**config.mk**
```make
export PLATFORM = sky130hd
export DESIGN_NAME = bitflip_write_filter
export DESIGN_NICKNAME = d
export VERILOG_FILES = /design/src/rtl/bwf_pkg.sv /design/src/rtl/bwf_popcount.sv /design/src/rtl/bwf_diff.sv /design/src/rtl/bwf_ctrl.sv /design/src/rtl/bitflip_write_filter.sv
export SDC_FILE = /design/constraint.sdc
export NUM_CORES = 1
export LEC_CHECK = 0
export BUFFER_PORTS_ARGS = -buffer_cell sky130_fd_sc_hd__buf_2
export CELL_PAD_IN_SITES_DETAIL_PLACEMENT = 1
export CELL_PAD_IN_SITES_GLOBAL_PLACEMENT = 1
export CORE_UTILIZATION = 44
export DETAILED_ROUTE_END_ITERATION = 6
export HOLD_SLACK_MARGIN = 0.06
export PLACE_DENSITY = 0.87
export SLEW_MARGIN = 25
export SYNTH_ARGS = -nofsm -noshare
export SYNTH_HDL_FRONTEND = slang
export SYNTH_HIERARCHICAL = 1
export SYNTH_SLANG_ARGS = --single-unit
```
**constraint.sdc**
```tcl
create_clock -name clk -period 12.1 [get_ports clk]
set_clock_uncertainty 0.05 [all_clocks]
set_input_delay 1.21 -clock clk [delete_from_list [all_inputs] [get_ports clk]]
set_output_delay 1.21 -clock clk [all_outputs]
set_load 0.02 [all_outputs]
```
**src/rtl/bwf_pkg.sv**
```systemverilog
// Package: shared types for the redundant bit-write filter.
// Assumes nothing beyond SystemVerilog-2017 enum support.
package bwf_pkg;

    // Sequencer states: read old word, wait for it, program, respond
    typedef enum logic [2:0] {
        ST_IDLE     = 3'd0,
        ST_RD_ISSUE = 3'd1,
        ST_RD_WAIT  = 3'd2,
        ST_WR_PULSE = 3'd3,
        ST_WR_HOLD  = 3'd4,
        ST_RESP     = 3'd5
    } bwf_state_e;

endpackage

```
**src/rtl/bwf_popcount.sv**
```systemverilog
// Module: bwf_popcount
// Counts the ones in a W-bit vector. Purely combinational.
// Assumes OUT_W is wide enough to hold W.
module bwf_popcount #(
    parameter int W     = 32,
    parameter int OUT_W = $clog2(W + 1)
) (
    input  logic [W-1:0]     vec,
    output logic [OUT_W-1:0] count
);

    // Sum the bits one at a time
    always_comb begin
        count = '0;
        for (int i = 0; i < W; i++) begin
            count = count + OUT_W'(vec[i]);
        end
    end

endmodule

```
**src/rtl/bwf_diff.sv**
```systemverilog
// Module: bwf_diff
// Compares the stored word with the new word bit by bit.
// The XNOR marks bits that would be rewritten unchanged; its complement
// is the program mask. Also counts one-to-zero and zero-to-one transitions.
// Assumes both words are valid in the same cycle.
module bwf_diff #(
    parameter int DATA_W = 32,
    parameter int CNT_W  = $clog2(DATA_W + 1)
) (
    input  logic [DATA_W-1:0] old_word,
    input  logic [DATA_W-1:0] new_word,
    output logic [DATA_W-1:0] chg_mask,
    output logic [CNT_W-1:0]  fall_cnt,
    output logic [CNT_W-1:0]  rise_cnt,
    output logic              same_word
);

    logic [DATA_W-1:0] keep_bit;
    logic [DATA_W-1:0] fall_bit;
    logic [DATA_W-1:0] rise_bit;

    // One compare cell per bit position
    for (genvar g = 0; g < DATA_W; g++) begin : g_bit
        assign keep_bit[g] = ~(old_word[g] ^ new_word[g]);
        assign chg_mask[g] = ~keep_bit[g];
        assign fall_bit[g] = old_word[g] & ~new_word[g];
        assign rise_bit[g] = ~old_word[g] & new_word[g];
    end

    assign same_word = &keep_bit;

    bwf_popcount #(.W(DATA_W), .OUT_W(CNT_W)) u_fall_cnt (
        .vec   (fall_bit),
        .count (fall_cnt)
    );

    bwf_popcount #(.W(DATA_W), .OUT_W(CNT_W)) u_rise_cnt (
        .vec   (rise_bit),
        .count (rise_cnt)
    );

endmodule

```
**src/rtl/bwf_ctrl.sv**
```systemverilog
// Module: bwf_ctrl
// Sequencer for one request at a time: issue the read, wait RD_LAT
// cycles, then either skip straight to the response or program for
// WR_LAT cycles before responding.
// Assumes RD_LAT >= 1 and WR_LAT >= 2, with WR_LAT > RD_LAT.
module bwf_ctrl
    import bwf_pkg::*;
#(
    parameter int RD_LAT = 2,
    parameter int WR_LAT = 6
) (
    input  logic clk,
    input  logic rst_n,
    input  logic req_valid,
    input  logic same_word,
    output logic req_ready,
    output logic rd_en,
    output logic capture,
    output logic wr_strobe,
    output logic wr_active,
    output logic rsp_valid
);

    localparam int TMR_W = $clog2(WR_LAT + 1);

    bwf_state_e       state_q;
    logic [TMR_W-1:0] tmr_q;

    // Advance the sequence and load or count down the wait timer
    always_ff @(posedge clk) begin
        if (!rst_n) begin
            state_q <= ST_IDLE;
            tmr_q   <= '0;
        end else begin
            case (state_q)
                ST_IDLE: begin
                    if (req_valid) state_q <= ST_RD_ISSUE;
                end
                ST_RD_ISSUE: begin
                    state_q <= ST_RD_WAIT;
                    tmr_q   <= TMR_W'(RD_LAT - 1);
                end
                ST_RD_WAIT: begin
                    if (tmr_q == '0) begin
                        state_q <= same_word ? ST_RESP : ST_WR_PULSE;
                    end else begin
                        tmr_q <= tmr_q - 1'b1;
                    end
                end
                ST_WR_PULSE: begin
                    state_q <= ST_WR_HOLD;
                    tmr_q   <= TMR_W'(WR_LAT - 2);
                end
                ST_WR_HOLD: begin
                    if (tmr_q == '0) state_q <= ST_RESP;
                    else             tmr_q   <= tmr_q - 1'b1;
                end
                ST_RESP: begin
                    state_q <= ST_IDLE;
                end
                default: begin
                    state_q <= ST_IDLE;
                end
            endcase
        end
    end

    // Decode the state into strobes
    always_comb begin
        req_ready = (state_q == ST_IDLE);
        rd_en     = (state_q == ST_RD_ISSUE);
        capture   = (state_q == ST_RD_WAIT) && (tmr_q == '0);
        wr_strobe = (state_q == ST_WR_PULSE);
        wr_active = (state_q == ST_WR_PULSE) || (state_q == ST_WR_HOLD);
        rsp_valid = (state_q == ST_RESP);
    end

    // acceptance drops ready on the next cycle
    assert_accept_drops_ready_R7: assert property (@(posedge clk) disable iff (!rst_n)
        (req_valid && req_ready) |=> !req_ready);

    // ready comes back right after the response
    assert_ready_after_rsp_R7: assert property (@(posedge clk) disable iff (!rst_n)
        rsp_valid |=> req_ready);

    // the write strobe lasts a single cycle
    assert_strobe_single_R6: assert property (@(posedge clk) disable iff (!rst_n)
        wr_strobe |=> !wr_strobe);

    // the response is a single-cycle pulse
    assert_rsp_single_R8: assert property (@(posedge clk) disable iff (!rst_n)
        rsp_valid |=> !rsp_valid);

endmodule

```
**src/rtl/bitflip_write_filter.sv**
```systemverilog
// Module: bitflip_write_filter (top)
// Turns each write request into read-compare-conditional-write, so only
// the changed bits are programmed, and reports the transitions by direction.
// Assumes the array returns read data exactly RD_LAT cycles after the read
// strobe and needs its write inputs held for WR_LAT cycles.
module bitflip_write_filter #(
    parameter int DATA_W = 32,
    parameter int ADDR_W = 8,
    parameter int RD_LAT = 2,
    parameter int WR_LAT = 6,
    parameter int CNT_W  = $clog2(DATA_W + 1)
) (
    input  logic              clk,
    input  logic              rst_n,
    input  logic              req_valid,
    output logic              req_ready,
    input  logic [ADDR_W-1:0] req_addr,
    input  logic [DATA_W-1:0] req_data,
    output logic              rsp_valid,
    output logic [CNT_W-1:0]  rsp_fall_cnt,
    output logic [CNT_W-1:0]  rsp_rise_cnt,
    output logic              arr_rd_en,
    output logic [ADDR_W-1:0] arr_rd_addr,
    input  logic [DATA_W-1:0] arr_rd_data,
    output logic              arr_wr_strobe,
    output logic [ADDR_W-1:0] arr_wr_addr,
    output logic [DATA_W-1:0] arr_wr_data,
    output logic [DATA_W-1:0] arr_wr_mask
);

    logic [ADDR_W-1:0] addr_q;
    logic [DATA_W-1:0] data_q;
    logic [DATA_W-1:0] mask_q;
    logic [CNT_W-1:0]  fall_q;
    logic [CNT_W-1:0]  rise_q;

    logic [DATA_W-1:0] chg_mask;
    logic [CNT_W-1:0]  fall_cnt;
    logic [CNT_W-1:0]  rise_cnt;
    logic              same_word;
    logic              capture;
    logic              wr_active;

    bwf_ctrl #(.RD_LAT(RD_LAT), .WR_LAT(WR_LAT)) u_ctrl (
        .clk       (clk),
        .rst_n     (rst_n),
        .req_valid (req_valid),
        .same_word (same_word),
        .req_ready (req_ready),
        .rd_en     (arr_rd_en),
        .capture   (capture),
        .wr_strobe (arr_wr_strobe),
        .wr_active (wr_active),
        .rsp_valid (rsp_valid)
    );

    bwf_diff #(.DATA_W(DATA_W), .CNT_W(CNT_W)) u_diff (
        .old_word  (arr_rd_data),
        .new_word  (data_q),
        .chg_mask  (chg_mask),
        .fall_cnt  (fall_cnt),
        .rise_cnt  (rise_cnt),
        .same_word (same_word)
    );

    // Latch the request when it is accepted
    always_ff @(posedge clk) begin
        if (!rst_n) begin
            addr_q <= '0;
            data_q <= '0;
        end else if (req_valid && req_ready) begin
            addr_q <= req_addr;
            data_q <= req_data;
        end
    end

    // Keep the compare result once the old word arrives
    always_ff @(posedge clk) begin
        if (!rst_n) begin
            mask_q <= '0;
            fall_q <= '0;
            rise_q <= '0;
        end else if (capture) begin
            mask_q <= chg_mask;
            fall_q <= fall_cnt;
            rise_q <= rise_cnt;
        end
    end

    assign arr_rd_addr  = addr_q;
    assign arr_wr_addr  = addr_q;
    assign arr_wr_data  = data_q;
    assign arr_wr_mask  = wr_active ? mask_q : '0;
    assign rsp_fall_cnt = fall_q;
    assign rsp_rise_cnt = rise_q;

    // Per-request history kept only for the properties below
    logic rd_seen_q;
    logic wr_seen_q;

    // Track whether this request has read and written the array
    always_ff @(posedge clk) begin
        if (!rst_n) begin
            rd_seen_q <= 1'b0;
            wr_seen_q <= 1'b0;
        end else if (rsp_valid) begin
            rd_seen_q <= 1'b0;
            wr_seen_q <= 1'b0;
        end else begin
            if (arr_rd_en)     rd_seen_q <= 1'b1;
            if (arr_wr_strobe) wr_seen_q <= 1'b1;
        end
    end

    // a write never starts before this request's read
    assert_read_before_write_R2: assert property (@(posedge clk) disable iff (!rst_n)
        arr_wr_strobe |-> rd_seen_q);

    // the two counts add up to the number of programmed bits
    assert_count_total_R4: assert property (@(posedge clk) disable iff (!rst_n)
        rsp_valid |-> (int'(rsp_fall_cnt) + int'(rsp_rise_cnt) == $countones(mask_q)));

    // a response with no changed bits had no array write
    assert_skip_no_write_R5: assert property (@(posedge clk) disable iff (!rst_n)
        (rsp_valid && rsp_fall_cnt == '0 && rsp_rise_cnt == '0) |-> !wr_seen_q);

    // the write inputs stay put while the write is in progress
    assert_write_stable_R6: assert property (@(posedge clk) disable iff (!rst_n)
        (wr_active && !arr_wr_strobe) |->
            ($stable(arr_wr_mask) && $stable(arr_wr_addr) && $stable(arr_wr_data)));

    // no program enables outside a write
    assert_mask_idle_zero_R6: assert property (@(posedge clk) disable iff (!rst_n)
        !wr_active |-> (arr_wr_mask == '0));

endmodule

```
== Word-level counts from Yosys, hierarchy flattened ==
Index checks and enable logic that the tools add are counted.
Operators by class
  bitwise operators: 192
  equal/unequal tests: 9
  $add $sub $neg: 63
  reductions and logical operators: 10
  muxes and demuxes: 8
Operators by type and width (count)
  adder 6 x 1 -> 6 bit: 52
  inverter 1 bit: 96
  bitwise AND 1 bit: 64
  2-to-1 mux 32 bit: 1
  AND reduction 32 bit: 1
  bitwise XOR 1 bit: 32
  2-to-1 mux 3 bit: 5
  one-hot mux 3 bit (5 select lines): 1
  adder 5 x 1 -> 6 bit: 2
  adder 4 x 1 -> 5 bit: 2
  one-hot mux 3 bit (3 select lines): 1
  adder 3 x 1 -> 4 bit: 2
  adder 2 x 1 -> 3 bit: 2
  equality test 3 x 2 -> 1 bit (second input constant): 2
  equality test 3 bit (second input constant): 2
  zero test 3 bit: 2
  inequality test 2 bit (second input constant): 3
  adder 1 x 1 -> 2 bit: 2
  equality test 3 x 1 -> 1 bit (second input constant): 1
  AND reduction 3 bit: 1
  nonzero test 3 bit: 1
  subtractor 3 x 1 -> 3 bit (second input constant): 1
  logical AND 1 bit: 2
  inequality test 2 x 1 -> 1 bit (second input constant): 1
  3 further kinds: 3
Storage, ports and cells
  flip-flop bits (word level): 90
  input bits: 75
  output and inout bits: 96
  logic and storage cells: 289

== Longest topological paths before layout ==
  word-level depth: 33
  mapped depth: 20
  mapped depth without buffers: 20

== Cells and area by module ==
Netlist, hierarchy kept.
By module, submodules not included
  bitflip_write_filter: area an instance 3540.9 um^2, cells each 367, instances 1, sequential area each 1681.6 um^2
  bwf_popcount: area an instance 758.2 um^2, cells each 73, instances 2, sequential area each 0.0 um^2
  bwf_diff: area an instance 1229.9 um^2, cells each 171, instances 1, sequential area each 0.0 um^2
  bwf_ctrl: area an instance 459.2 um^2, cells each 52, instances 1, sequential area each 120.1 um^2

== Least setup slack after synthesis ==
OpenSTA, ideal clock, no wires.
  kind: input -> register
  from: in arr_rd_data[0]
  to: reg fall_q[4], in the netlist rsp_fall_cnt[4]
  setup slack: 6.405 ns
  cell stages on the path: 19
  library setup time: 0.065 ns
  required time: 11.985 ns
  path buffers: 0
  arrival time: 5.580 ns
  cell sequence: ha_1 inv_1 fa_1 inv_1 fa_1 fa_1 fa_1 fa_1 inv_1 fa_1 inv_1 ha_1 inv_1 fa_1 nand2b_1 a21oi_2 xor2_1 mux2i_1 nor2b_1
On the way
  longest elaborated chain between the ends: 32
Ends and longest elaborated chain
  start, declared: RTL line bitflip_write_filter.sv:24  | input logic [DATA_W-1:0] arr_rd_data,
  bitwise AND 1 bit: RTL line bwf_diff.sv:26  | assign fall_bit[g] = old_word[g] & ~new_word[g];
  adder 1 x 1 -> 2 bit: RTL line bwf_popcount.sv:16  | count = count + OUT_W'(vec[i]);
  adder 2 x 1 -> 3 bit: RTL line bwf_popcount.sv:16
  adder 3 x 1 -> 4 bit: RTL line bwf_popcount.sv:16
  adder 4 x 1 -> 5 bit: RTL line bwf_popcount.sv:16
  adder 5 x 1 -> 6 bit: RTL line bwf_popcount.sv:16
  adder 6 x 1 -> 6 bit (26 in a row): RTL line bwf_popcount.sv:16
  named net fall_cnt[4]: RTL line bitflip_write_filter.sv:38  | logic [CNT_W-1:0] fall_cnt;
  end signal, assigned: RTL line bitflip_write_filter.sv:85  | fall_q <= fall_cnt;
  end, declared: RTL line bitflip_write_filter.sv:34  | logic [CNT_W-1:0] fall_q;
The timed path passes the listed nets, and every way through them passes these cells.
A chain may end at the register's enable or synchronous reset.

== Worst setup path after layout ==
  from: in arr_rd_data[0]
  to: reg fall_q[4], in the netlist rsp_fall_cnt[4]
On the way
  longest elaborated chain between the ends: 32
Ends and longest elaborated chain
  bitwise AND 1 bit: RTL line bwf_diff.sv:26
  named net u_diff.fall_bit[0]: RTL line bwf_diff.sv:19  | logic [DATA_W-1:0] fall_bit;
  adder 1 x 1 -> 2 bit: RTL line bwf_popcount.sv:16
  adder 2 x 1 -> 3 bit: RTL line bwf_popcount.sv:16
  adder 3 x 1 -> 4 bit: RTL line bwf_popcount.sv:16
  adder 4 x 1 -> 5 bit: RTL line bwf_popcount.sv:16
  adder 5 x 1 -> 6 bit: RTL line bwf_popcount.sv:16
  adder 6 x 1 -> 6 bit (26 in a row): RTL line bwf_popcount.sv:16
  named net fall_cnt[4]: RTL line bitflip_write_filter.sv:38
The timed path passes the listed nets, and every way through them passes these cells.

==> impl_results.md <==
* Power Total at 1.566 mW
* Final min period at 5.793 ns
* Fillers at 1,827
* H-tree Lvls at 3
* Fmax at 172.6 MHz
* Max rail drop VDD at 0.1978 mV
* Flop pwr share at 0.231
* Relative slew slack at 0.3695
* Post-CTS Setup Bufs at 0
* Grt ovf at 0
* Pleak at 3.947 nW
* DRT Pass-1 Iters at 5
* Power Density at 200.5 nW/um^2
* CTS sink cnt at 90
* Status: completed
* Starting Density at 0.4573
* CORE AREA at 14,750 sq um
* Crit path cell chain: buf_2 > ha_1 > inv_1 > fa_1 > inv_1 > fa_1 > fa_1 > fa_1 > fa_1 > inv_1 > fa_1 > inv_1 > ha_1 > inv_1 > fa_1 > nand2b_1 > a21oi_2 > xor2_1 > mux2i_1 > nor2b_1
* CP delay by family, top: adder cells
* Cell mode on critical path: fa_1
* Via-to-Cell Ratio at 5.052
* Routed len/inst at 18.33 um
* Fin area at 7812 sq um
* Total Wirelength at 19,560 um
* Unique masters post-synth at 42
* Net switching power at 683.2 uW
* Die width at 125.8 um
* Antenna Violating Nets Remaining at 0
* Final Hold Fails at 0
* I/O Pins at 171
* Number of global-route vias before repair at 5,786
* First-pass GRT wire length at 30,680 um
* Multi-input logic area at 3991 sq um
* Worst slew pin tran at 0.9458 ns
* YS warnings at 6
* Crit path kind: input pin to flop
* Std cell rows at 44
* Grt met1 use at 0.2939
* Final TNS setup at 0 ns
* Seq/Total Area, Yosys at 0.2671
* Die height at 125.8 um
* Clk pwr share at 0.185
* Input/output buffers at 170
* CTS tree: built
* Grt met3 use at 0.05692
* Logic pwr share at 0.584
* Placement Cell Area at 7511 sq um
* Slowest cell delay on critical path at 0.55 ns
* CTS root buffer: clkbuf_16
* Post-DP HPWL at 15,300 um
* CTS Hold Bufs at 0
* Final period util at 0.4788
* Net Count, Synth at 939
* Worst Path Buf+Inv at 6
* Cts repair resizes at 0
* Num CTS Buffers at 9
* Final setup viols at 0
* Cell-internal power at 883.2 uW
* Full die area at 15,830 sq um
* Synthesized cell area at 6746 sq um
* Mapped Cells at 736
* Largest net degree at the start of global routing at 84
* Total GRT Usage at 0.2551
* Unrepaired setup endpoints after global routing: no
* Vias at 5,390
* Clock slew at reported path FFs at 0.07 ns
* Register Area at 1802 sq um
* Area growth, synth to finish at 15.80%
* Busiest grt layer: met2
* Final #Nets at 1,079
* GR Util met2 at 0.4582
* WP data required at 12.34 ns
* Maximum clock path buffer count at 2
* Fin. max-slew vios at 0
* Clock latency on the worst-skew pair at 0.36 ns
* # DRC at 0
* R2R setup slack at 6.84 ns
* RePlAce Congestion at 0.8260
* Layout cell share with drive strength beyond 1 at 0.2304
* Antenna violations before repair at 2
* FF+latch count, synth at 90
* Net Sw Frac at 0.4362
* Slowest cell on crit path: fa_1
* Max cap viols at 0
* First DRT Iteration DRCs at 191
* Hold crit path type: flop to flop
* Worst EP arrival at 6.03 ns
* Startpoint Class: input pin
* Syn_area_per_cell at 9.166 sq um
* Worst setup EP type: flop
* Critical Path Fanout Max at 2
==> final cells by class <==
class / count / share of cell area
Sequential cell: 90 / 0.2306
Inverter: 161 / 0.07735
Antenna cell: 2 / 0.0006406
Timing Repair Buffer: 174 / 0.1131
Tap cell: 184 / 0.02947
Clock inverter: 5 / 0.006887
Clock buffer: 11 / 0.03107
Multi-Input combinational cell: 440 / 0.5109
==> cells in the mapped netlist (all sizes together) <==
cell | number | area, sq um
dfxtp | 90 | 1802
a22o | 1 | 8.760
a21o | 2 | 15.01
nor3b | 1 | 18.77
nand3b | 1 | 7.510
o31a | 1 | 8.760
ha | 80 | 1001
a211oi | 3 | 22.52
xnor2 | 5 | 51.30
fa | 48 | 960.9
and2 | 33 | 206.5
nor3 | 2 | 10.01
mux2i | 44 | 440.4
nand2 | 45 | 168.9
clkbuf | 7 | 26.28
nand4 | 48 | 300.3
o32ai | 1 | 8.760
o21ai | 44 | 220.2
buf | 38 | 334.1
inv | 161 | 604.3
and3 | 2 | 12.51
nand2b | 4 | 25.02
nor2 | 8 | 30.03
nor2b | 46 | 287.8
a211o | 1 | 8.760
or2 | 2 | 12.51
or4 | 3 | 26.27
xor2 | 2 | 17.52
a2111oi | 1 | 15.01
a21oi | 6 | 45.04
nor4 | 3 | 18.77
o31ai | 2 | 25.02
or3 | 1 | 6.260
==> worst paths after layout <==
check | startpoint | endpoint | depth (start not counted)
setup / recovery | arr_rd_data[0] | rsp_fall_cnt[4]$_SDFFE_PN0P_ | 20
hold / removal | arr_rd_addr[1]$_SDFFE_PN0P_ | arr_rd_addr[1]$_SDFFE_PN0P_ | 2
setup reg to reg | arr_wr_data[5]$_SDFFE_PN0P_ | rsp_fall_cnt[4]$_SDFFE_PN0P_ | 18
hold reg to reg | arr_rd_addr[1]$_SDFFE_PN0P_ | arr_rd_addr[1]$_SDFFE_PN0P_ | 2
==> routing by layer <==
metal / wire length [um] / part of all wire
met1: 8112 / 0.41
met2: 9945 / 0.51
met4: 593 / 0.030
met3: 905 / 0.046
met5: 0 / 0
==> flip-flops by register name, indices dropped and copies added, names as in the netlist <==
signal	cells
rsp_fall_cnt	6
arr_rd_addr	8
mask_q	32
arr_wr_data	32
u_ctrl/tmr_q	3
rsp_rise_cnt	6
u_ctrl/state_q	3
==> power by group through the flow <==
stage	Clock, mW	Sequential [mW]	Combinational (mW)
2_1_floorplan	0	0.384	0.670
3_3_place_gp	0	0.366	0.846
3_5_place_dp	0	0.369	0.919
4_1_cts	0.296	0.363	0.929
5_1_grt	0.309	0.367	1.03
6_report	0.290	0.362	0.914
==> tightest hold or removal path, cell delays in order, from the launching register on <==
cell and delay, ns:
dfxtp_1 0.32, nand2_1 0.06, o21ai_1 0.05
==> stage by stage <==
stage / hold slack, ns / instances / worst slack, ns / utilization
detailed placement: 0.4059 / 1049 / 5.907 / 0.5091
finish: 0.4131 / 1067 / 6.307 / 0.5295
global placement: 0.3968 / 1049 / 6.181 / 0.5091
CTS: 0.4164 / 1065 / 6.290 / 0.5292
floorplan: 0.4237 / 736 / 6.405 / -
global route: 0.4401 / 1067 / 6.081 / 0.5295
==> cells by family after synthesis <==
family | after synthesis | synth area share
multiplexers | 44 | 0.06528
AND/OR/NAND/NOR | 199 | 0.1677
XOR/XNOR | 7 | 0.01020
AO/OA/AOI/OAI | 62 | 0.05601
adder cells (fa/ha/maj) | 128 | 0.2908
buffers and inverters | 206 | 0.1430
flip-flops | 90 | 0.2671
==> cell usage in the layout (no fill, tap or decap), types with 2 or more instances in the layout <==
master,n
nor2b_1,46
o21ai_0,4
a211oi_1,3
nor2_1,8
buf_4,5
nand2b_1,4
nand2_1,45
inv_1,161
nor4_1,2
xor2_1,2
fa_1,48
diode_2,2
clkinv_2,3
clkbuf_16,9
or4_1,2
o21ai_1,40
and2_1,33
mux2i_1,44
and3_1,2
a21o_1,2
xnor2_1,4
a21oi_2,4
nand4_1,48
buf_2,169
ha_1,80
a21oi_1,2
dfxtp_1,90
or2_2,2
o31ai_2,2
No activity file was read; power rests on OpenSTA's default activity.
